File: src/rtl/crcBytePkg.sv
package crcBytePkg;
  localparam int CRC_W  = 16;
  localparam int BYTE_W = 8;
  localparam logic [CRC_W-1:0] CRC_SEED = 16'hFFFF;

  typedef struct packed {
    logic load;   // reload seed as base
    logic fold;   // fold byte into register
  } crcCtl_t;
endpackage

File: src/rtl/crcFoldPath.sv
module crcFoldPath
  import crcBytePkg::*;
#(
  parameter int W  = CRC_W,
  parameter int BW = BYTE_W,
  parameter logic [W-1:0] SEED = CRC_SEED
) (
  input  logic          clk,
  input  logic          rst,
  input  crcCtl_t       ctl,
  input  logic [BW-1:0] dataByte,
  output logic [W-1:0]  crcReg
);
  localparam int HALF = BW / 2;

  logic [W-1:0]  base;
  logic [BW-1:0] inter;
  logic [BW-1:0] quot;
  logic [W-1:0]  nextCrc;

  always_comb begin
    base    = ctl.load ? SEED : crcReg;
    inter   = base[W-1 -: BW] ^ dataByte;
    quot    = inter ^ (inter >> HALF);
    nextCrc = (base << BW)
            ^ (W'(quot) << 12)
            ^ (W'(quot) << 5)
            ^ W'(quot);
  end

  always_ff @(posedge clk) begin
    if (rst)           crcReg <= SEED;
    else if (ctl.fold) crcReg <= nextCrc;
    else if (ctl.load) crcReg <= SEED;
  end
endmodule

File: src/rtl/crcCtrl.sv
module crcCtrl
  import crcBytePkg::*;
(
  input  logic    clk,
  input  logic    rst,
  input  logic    start,
  input  logic    inValid,
  output crcCtl_t ctl,
  output logic    updFlag
);
  always_comb begin
    ctl.load = start;
    ctl.fold = inValid;
  end

  always_ff @(posedge clk) begin
    if (rst) updFlag <= 1'b0;
    else     updFlag <= inValid;
  end
endmodule

File: src/rtl/crcByteEngine.sv
module crcByteEngine
  import crcBytePkg::*;
(
  input  logic              clk,
  input  logic              rst,
  input  logic              start,
  input  logic              inValid,
  input  logic [BYTE_W-1:0] inByte,
  output logic [CRC_W-1:0]  crcOut,
  output logic              crcUpd
);
  crcCtl_t ctl;

  crcCtrl u_ctrl (
    .clk(clk), .rst(rst), .start(start), .inValid(inValid),
    .ctl(ctl), .updFlag(crcUpd)
  );

  crcFoldPath u_path (
    .clk(clk), .rst(rst), .ctl(ctl), .dataByte(inByte), .crcReg(crcOut)
  );
endmodule

File: config.mk
export PLATFORM = sky130hd
export DESIGN_NAME = crcByteEngine
export DESIGN_NICKNAME = d
export VERILOG_FILES = /design/src/rtl/crcBytePkg.sv /design/src/rtl/crcFoldPath.sv /design/src/rtl/crcCtrl.sv /design/src/rtl/crcByteEngine.sv
export SDC_FILE = /design/constraint.sdc
export NUM_CORES = 1
export LEC_CHECK = 0
export CAP_MARGIN = 20
export CORE_MARGIN = 5
export CORE_UTILIZATION = 45
export CTS_BUF_LIST = sky130_fd_sc_hd__clkbuf_2 sky130_fd_sc_hd__clkbuf_4 sky130_fd_sc_hd__clkbuf_8
export CTS_CLUSTER_DIAMETER = 50
export DETAILED_ROUTE_END_ITERATION = 10
export GPL_ROUTABILITY_DRIVEN = 1
export PLACE_DENSITY_LB_ADDON = 0.05
export SYNTH_ARGS = -nofsm -noshare
export SYNTH_HDL_FRONTEND = slang
export SYNTH_SLANG_ARGS = --single-unit
File: constraint.sdc
create_clock -name clk -period 2.1 [get_ports clk]
set_clock_uncertainty 0.1 [all_clocks]
set_input_delay 0.42 -clock clk [delete_from_list [all_inputs] [get_ports clk]]
set_output_delay 0.42 -clock clk [all_outputs]
set_load 0.1 [all_outputs]
# Yosys cells after proc, flatten, opt, wreduce, memory -nomap -nowiden
# Cells that the tools add are included.
# word_totals
ff_bits	17
latch_bits	0
mem_bits_rw	0
rom_bits	0
in_bits	12
elab_cells	9
memories	0
# op_classes
addsub	0
n_mul	0
n_div	0
magnitude_cmp	0
n_eq_ne	0
n_shift	0
n_mux	2
bitwise_logic	5
n_reduce_logical	0
# op_table
op	count
$mux 16	2
$xor 16x13->16	1
$xor 16x16->16	1
$xor 16x8->16	1
$xor 8x4->8	1
$xor 8x8->8	1

# Logic depth before layout (Yosys ltp)
# Gate-level depths: netlist of the first run.
# logic_depth
depth_word	7
depth_mapped	6
mapped_depth_nobuf	5

# Cells and area by module
# A second synthesis of the first run with hierarchy kept.
# unflattened
cells_unflattened	145
hier_area_um2	1159.9
# modules_own_cells
mod	n_inst	cells_per_inst	area_per_inst_um2	seq_area_each_um2
crcFoldPath	1	141	1111.1	320.3
crcCtrl	1	4	48.8	20.0

# Least setup slack after synthesis of the first run
# Ideal clock, no wire load.
# synth_timing
path_kind	reg-to-reg
from	reg u_path.crcReg[15]
to	reg u_path.crcReg[8]
t_arrival_ns	1.931
t_required_ns	1.886
slack_ns	-0.044
path_stages_with_launch	7
path_buffers	1
path_cell_list	dfxtp_1 -> clkbuf_2 -> xnor2_2 -> xnor2_1 -> nor3_1 -> o21ai_0 -> a21o_1
# synth_via
elab_chain_len	6
# synth_rtl
element	line_no	text
from (decl)	crcFoldPath.sv:12	output logic [W-1:0] crcReg
from (signal assigned)	crcFoldPath.sv:33	else if (ctl.fold) crcReg <= nextCrc;
$mux 16	--	
$xor 8x8->8	crcFoldPath.sv:23	inter = base[W-1 -: BW] ^ dataByte;
$xor 8x4->8	crcFoldPath.sv:24	quot = inter ^ (inter >> HALF);
$xor 16x13->16	crcFoldPath.sv:27	^ (W'(quot) << 5)
$xor 16x8->16	crcFoldPath.sv:28	^ W'(quot);
$mux 16	crcFoldPath.sv:33	
# Every way passes these cells.
# A chain may end at the register's enable or synchronous reset.

# Final worst setup path of the first run
# layout_timing
from	in inByte[5]
to	reg u_path.crcReg[13]
# layout_via
elab_chain_len	6
# layout_rtl
element	line_no	text
from (decl)	crcByteEngine.sv:8	input logic [BYTE_W-1:0] inByte,
$xor 8x8->8	crcFoldPath.sv:23	
$xor 8x4->8	crcFoldPath.sv:24	
$xor 16x16->16	crcFoldPath.sv:26	^ (W'(quot) << 12)
$xor 16x13->16	crcFoldPath.sv:27	
$xor 16x8->16	crcFoldPath.sv:28	
$mux 16	crcFoldPath.sv:33	
# Every way passes these cells.

==> results of run 1 <==
[state kept, by name, summed over array words and instances (netlist names)]
signal	flops
u_path.crcReg	16
u_ctrl.updFlag	1
[power groups by stage]
| stage | combinational (W) | sequential [W] | clock, W |
|---|---|---|---|
| after global routing | 0.000655 | 0.000407 | 0.000219 |
| after global placement | 0.000612 | 0.000408 | 0 |
| final | 0.000617 | 0.000402 | 0.000192 |
| after CTS | 0.000620 | 0.000402 | 0.000201 |
| after detailed placement | 0.000617 | 0.000409 | 0 |
| after floorplan | 0.000218 | 0.000616 | 0 |
[logic make-up after synthesis]
group	after synthesis	share of synthesized area
and+or+nand+nor	47	0.188
AOI/OAI and AO/OA	36	0.197
muxes	1	0.0133
xor gates and xnor gates	27	0.248
DFF	17	0.301
buffers and inverters	14	0.0520
[metrics by stage]
step | instance area (um2) | worst slack [ps] | util | hold slack (ps) | instances
after floorplan | 1130 | 12.6 | - | 496 | 142
after global placement | 1600 | 57.8 | 0.656 | 448 | 208
after detailed placement | 1600 | 34.3 | 0.656 | 457 | 208
after CTS | 1630 | 337 | 0.668 | 484 | 212
after global routing | 1630 | 275 | 0.668 | 558 | 212
final | 1630 | 336 | 0.668 | 475 | 212
[cells in the mapped netlist (2+ instances only)]
| library cell | n | area (um2) |
|---|---|---|
| or2_2 | 2 | 12.5 |
| a31oi_1 | 3 | 18.8 |
| nor4_1 | 2 | 12.5 |
| dfxtp_1 | 17 | 340 |
| nor2_1 | 21 | 78.8 |
| xor2_1 | 9 | 78.8 |
| nor3_1 | 8 | 40.0 |
| a21o_1 | 2 | 15.0 |
| nand2_1 | 9 | 33.8 |
| xnor2_2 | 4 | 65.1 |
| o211ai_1 | 4 | 30.0 |
| a21oi_1 | 9 | 45.0 |
| clkbuf_1 | 5 | 18.8 |
| inv_1 | 4 | 15.0 |
| xnor2_1 | 13 | 114 |
| o22ai_1 | 3 | 18.8 |
| o21ai_0 | 10 | 50.1 |
[metal layers]
| metal | vias to the layer above | routed length (um) |
|---|---|---|
| met5 | - | 0 |
| met4 | 0 | 29 |
| met3 | 4 | 167 |
| met2 | 27 | 1260 |
| met1 | 500 | 1240 |
| li1 | 567 | - |
[final cells by class]
| cell class | count | area, um2 |
|---|---|---|
| Clock buffer | 4 | 30.0 |
| Fill cell | 218 | 807 |
| Inverter | 5 | 18.8 |
| Multi-Input combinational cell | 111 | 731 |
| Sequential cell | 17 | 343 |
| Tap cell | 30 | 37.5 |
| Timing Repair Buffer | 45 | 465 |
[critical path, cell delays in order]
cell             delay, ps
clkdlybuf4s50_1        480
xnor2_2                270
mux2_4                 330
and3_4                 180
o31ai_2                210
[worst paths after layout]
kind / start / to / slack, ps / cells after the start
worst max-delay path: inByte[5] / u_path.crcReg[13] / 340 / 5
worst min-delay path: u_path.crcReg[6] / u_path.crcReg[6] / 480 / 2
worst max register to register: u_path.crcReg[14] / u_path.crcReg[7] / 520 / 5
worst min register to register: u_path.crcReg[6] / u_path.crcReg[6] / 480 / 2
==> impl_metrics.py, run 1 <==
metrics = {
    "yosys": {
        "ys_types": 34,
        "ys_dominant_reg_cell": "dfxtp_1",
        "synth_enable_flop_cells": 0,
        "yosysSeqAreaShare": 0.301,
        "ys_ff_latch": 17,
        "syn-cell-area_um2": 1130,
        "ys_async_sr_fraction": 0,
        "synth.avg_cell_area_um2": 7.96,
        "yosys_warnings": 0,
        "synth_cells": 142,
        "syn_nets": 154,
    },
    "power_and_ir_drop": {
        "power_density_nw_per_um2": 745,
        "seqPwrFrac": 0.332,
        "finalPower_w": 0.00121,
        "p_int_w": 0.000685,
        "ir_worst_vdd_mv": 0.469,
        "p_sw_w": 0.000525,
        "p_comb_frac": 0.510,
        "swShare": 0.434,
        "leakage_nw": 0.685,
        "clockPowerShare": 0.159,
    },
    "clock_tree": {
        "cts_setup_buffers": 0,
        "ctsResizeCount": 0,
        "hold_buffers": 0,
        "cts_tree": "built",
        "htreeDepth": 1,
        "clock_path_buffers": 2,
        "cts_made_buffers": 3,
        "clock_latency_ps": 290,
        "cts-root-buf": "clkbuf_4",
        "clkSlewWorstSetupHoldPaths_ps": 100,
        "cts.sinks": 17,
    },
    "floorplanning": {
        "rows": 18,
        "die_area_um2": 3610,
        "design.core.area_um2": 2430,
        "die_y_um": 60.1,
        "die_w_um": 60.1,
        "io_pins": 29,
        "initial_utilization": 0.465,
    },
    "sta": {
        "grt_setup_unrepaired": "false",
        "hold_viol_final": 0,
        "worstMarginPinSlew_ps": 373,
        "fin_tns_setup_ps": 0,
        "slew_violations": 0,
        "fin_crit_sh": 0.840,
        "period_needed_ps": 1760,
        "slew_headroom": 0.750,
        "setup_viol": 0,
        "fmax_mhz": 567,
    },
    "global_route": {
        "grt_use_met1": 0.202,
        "overflow": 0,
        "met3_usage": 0.0281,
        "grt_pass1_wl_um": 4610,
        "grt_max_degree": 24,
        "grtUsageMet2": 0.293,
        "antenna_found_initial": 0,
        "track_usage": 0.167,
        "grt_pass1_vias": 1114,
        "top_usage_layer": "met2",
    },
    "critical_path": {
        "cp-start-kind": "input port",
        "critPathCaptureType": "register",
        "path_class": "input port to register",
        "crit_fanout": 4,
        "cp_data_required_time_ps": 2220,
        "crit_arrival_ps": 1880,
    },
    "place": {
        "port_buffers": 28,
        "hpwl_um": 2050,
        "gp_congestion": 0.760,
    },
    "finish": {
        "final_layout_size_suffix_gt1_frac": 0.269,
        "most-common-layout-cells": "buf_4 (26), nor2_1 (21), dfxtp_1 (15), xnor2_1 (13), clkdlybuf4s50_1 (11)",
        "antennaDiodeCount": 0,
        "final_net_count": 195,
        "syn_to_final_growth_pct": 43.9,
        "layout_commonest_cell": "buf_4",
    },
    "outcome": {
        "status": "finished, final reports clean",
    },
    "routing": {
        "viasPerCell": 5.18,
        "ant_nets": 0,
        "drt_iter0_drc": 52,
        "first_pass_iters": 4,
        "routedWlPerCell_um": 12.7,
        "vias": 1098,
        "wl_um": 2700,
        "drc": 0,
    },
    "hold_path": {
        "hp-class": "register to register",
    },
    "run": {
        "maxCapViolations": 0,
    },
}
No activity file was read; power rests on OpenSTA's default activity.
==> inputs of run 2 (changes only) <==
- clock period: 2.1 -> 1.6 ns (I/O delays scaled with it)
==> impl_metrics.py, run 2 (synthesized netlist as in run 1, its figures left out) <==
metrics = {
    "critical_path": {
        "cp_data_required_time_ps": 1680,
        "critPathCaptureType": "register",
        "r2r_setup_slack_ps": 100,
        "cp-start-kind": "input port",
        "timing.rr.start": "u_path.crcReg[5]",
        "worstRegToRegCells": 5,
        "crit_arrival_ps": 1610,
        "crit_fanout": 4,
        "path_class": "input port to register",
        "r2r-end": "u_path.crcReg[13]",
    },
    "finish": {
        "syn_to_final_growth_pct": 69.3,
        "most-common-layout-cells": "buf_4 (31), nor2_1 (19), buf_12 (17), xnor2_1 (13)",
        "final_layout_size_suffix_gt1_frac": 0.401,
        "largest-register": "u_path.crcReg",
        "n_fill_cell": 179,
        "final_cells": 227,
        "layout_commonest_cell": "buf_4",
        "finalInstanceArea_um2": 1910,
        "utilization": 0.787,
        "antennaDiodeCount": 0,
        "largest_reg_flops": 16,
        "final_net_count": 210,
        "largestRegisters": "u_path.crcReg x16, u_ctrl.updFlag x1",
    },
    "routing": {
        "drt_iter0_drc": 44,
        "viasPerCell": 5.24,
        "vias": 1189,
        "drc": 0,
        "wl_met2_um": 1520,
        "routedWlPerCell_um": 13.5,
        "highest_layer": "met4",
        "wl_met3_um": 153,
        "first_pass_iters": 4,
        "wl_um": 3060,
        "drt-met1-wl_um": 1370,
        "ant_nets": 0,
    },
    "hold_path": {
        "hp-class": "register to register",
        "hold_path_depth": 2,
        "min_to": "u_path.crcReg[5]",
        "hp-start": "u_path.crcReg[5]",
    },
    "outcome": {
        "status": "finished, final reports clean",
    },
    "clock_tree": {
        "cts.sinks": 17,
        "clkSlewWorstSetupHoldPaths_ps": 100,
        "cts_tree": "built",
        "clock_latency_ps": 280,
        "cts_made_buffers": 3,
        "clock_path_buffers": 2,
        "cts-root-buf": "clkbuf_4",
        "htreeDepth": 1,
    },
    "power_and_ir_drop": {
        "p_int_w": 0.000991,
        "seqPwrFrac": 0.320,
        "ir_worst_vdd_mv": 0.666,
        "clockPowerShare": 0.145,
        "leakage_nw": 0.824,
        "power_density_nw_per_um2": 896,
        "swShare": 0.422,
        "p_comb_frac": 0.534,
        "p_sw_w": 0.000723,
    },
    "global_route": {
        "overflow": 0,
        "track_usage": 0.183,
        "grt_max_degree": 14,
        "grt_pass1_wl_um": 5040,
        "antenna_found_initial": 0,
        "grt_pass1_vias": 1148,
    },
    "floorplanning": {
        "die_w_um": 60.1,
        "die_area_um2": 3610,
        "io_pins": 29,
        "die_y_um": 60.1,
        "rows": 18,
        "design.core.area_um2": 2430,
        "initial_utilization": 0.465,
    },
    "place": {
        "place_inst": 221,
        "postPlaceCellArea_um2": 1840,
        "gp_congestion": 0.762,
        "hpwl_um": 2390,
        "port_buffers": 28,
    },
    "sta": {
        "setup_viol": 0,
        "period_needed_ps": 1530,
        "fin_crit_sh": 0.956,
        "slew_headroom": 0.761,
        "worstMarginPinSlew_ps": 356,
        "hold_viol_final": 0,
        "slew_violations": 0,
        "grt_setup_unrepaired": "true",
        "fin_tns_setup_ps": 0,
        "fmax_mhz": 654,
    },
    "run": {
        "maxCapViolations": 0,
    },
}
==> run 2: cell types whose count changed in the layout (fill, tap and decap cells not counted), sizes merged <==
cell / delta
clkdlybuf4s50: -3
dlygate4sd2: +2
buf: +15
dlymetal6s2s: +1
==> run 2: worst max-delay path by stage <==
stage | start | endpoint | slack [ps] | cells past startpoint
after floorplan | u_path.crcReg[0] | u_path.crcReg[8] | -160 | 4
after global placement | inByte[1] | u_path.crcReg[13] | -330 | 5
after detailed placement | inByte[5] | u_path.crcReg[13] | -390 | 5
after CTS | start | u_path.crcReg[11] | -3 | 7
after global routing | inByte[7] | u_path.crcReg[3] | -40 | 7
final | inByte[7] | u_path.crcReg[8] | 70 | 6
==> run 2: repair_timing <==
action / 4_1_cts / 5_1_grt
pin swaps: 3 / 2
setup endpoints to repair: 4 / 8
setup buffers: 2 / 0
hold buffers: 0 / 0
resized for setup: 4 / 6
==> run 2: final cells by class <==
class	instances	area (um2)	share of cell area
inverters	5	18.8	0.00981
repair buffers	60	694	0.363
well taps	30	37.5	0.0196
clock buffers	4	30.0	0.0157
multi-input cells	111	756	0.395
flip-flops and latches	17	377	0.197
==> run 2: stage by stage <==
step	hold slack [ps]	setup slack, ps	total power [W]
3_3_place_gp	447	-335	0.00144
3_5_place_dp	453	-391	0.00145
4_1_cts	485	-2.56	0.00171
2_1_floorplan	394	-163	0.00110
5_1_grt	538	-38.0	0.00181
6_report	482	70.4	0.00171
==> run 2: per-layer routing <==
| metal | GRT usage | vias up |
|---|---|---|
| met5 | 0 | - |
| met4 | 0.0411 | 0 |
| met3 | 0.0281 | 4 |
| met2 | 0.315 | 36 |
| met1 | 0.239 | 552 |
| li1 | - | 597 |
==> run 2: power by group through the flow <==
stage	Combinational (W)	Clock [W]	Sequential, W
floorplan	0.000285	0	0.000815
global placement	0.000884	0	0.000553
detailed placement	0.000899	0	0.000555
CTS	0.000909	0.000256	0.000547
global route	0.000965	0.000285	0.000556
finish	0.000916	0.000249	0.000549
==> run 2: worst max-delay path: stages <==
cell	delay [ps]
clkdlybuf4s50_1	490
xor2_2	220
buf_4	150
nor3_1	130
o21ai_0	120
a21o_1	180
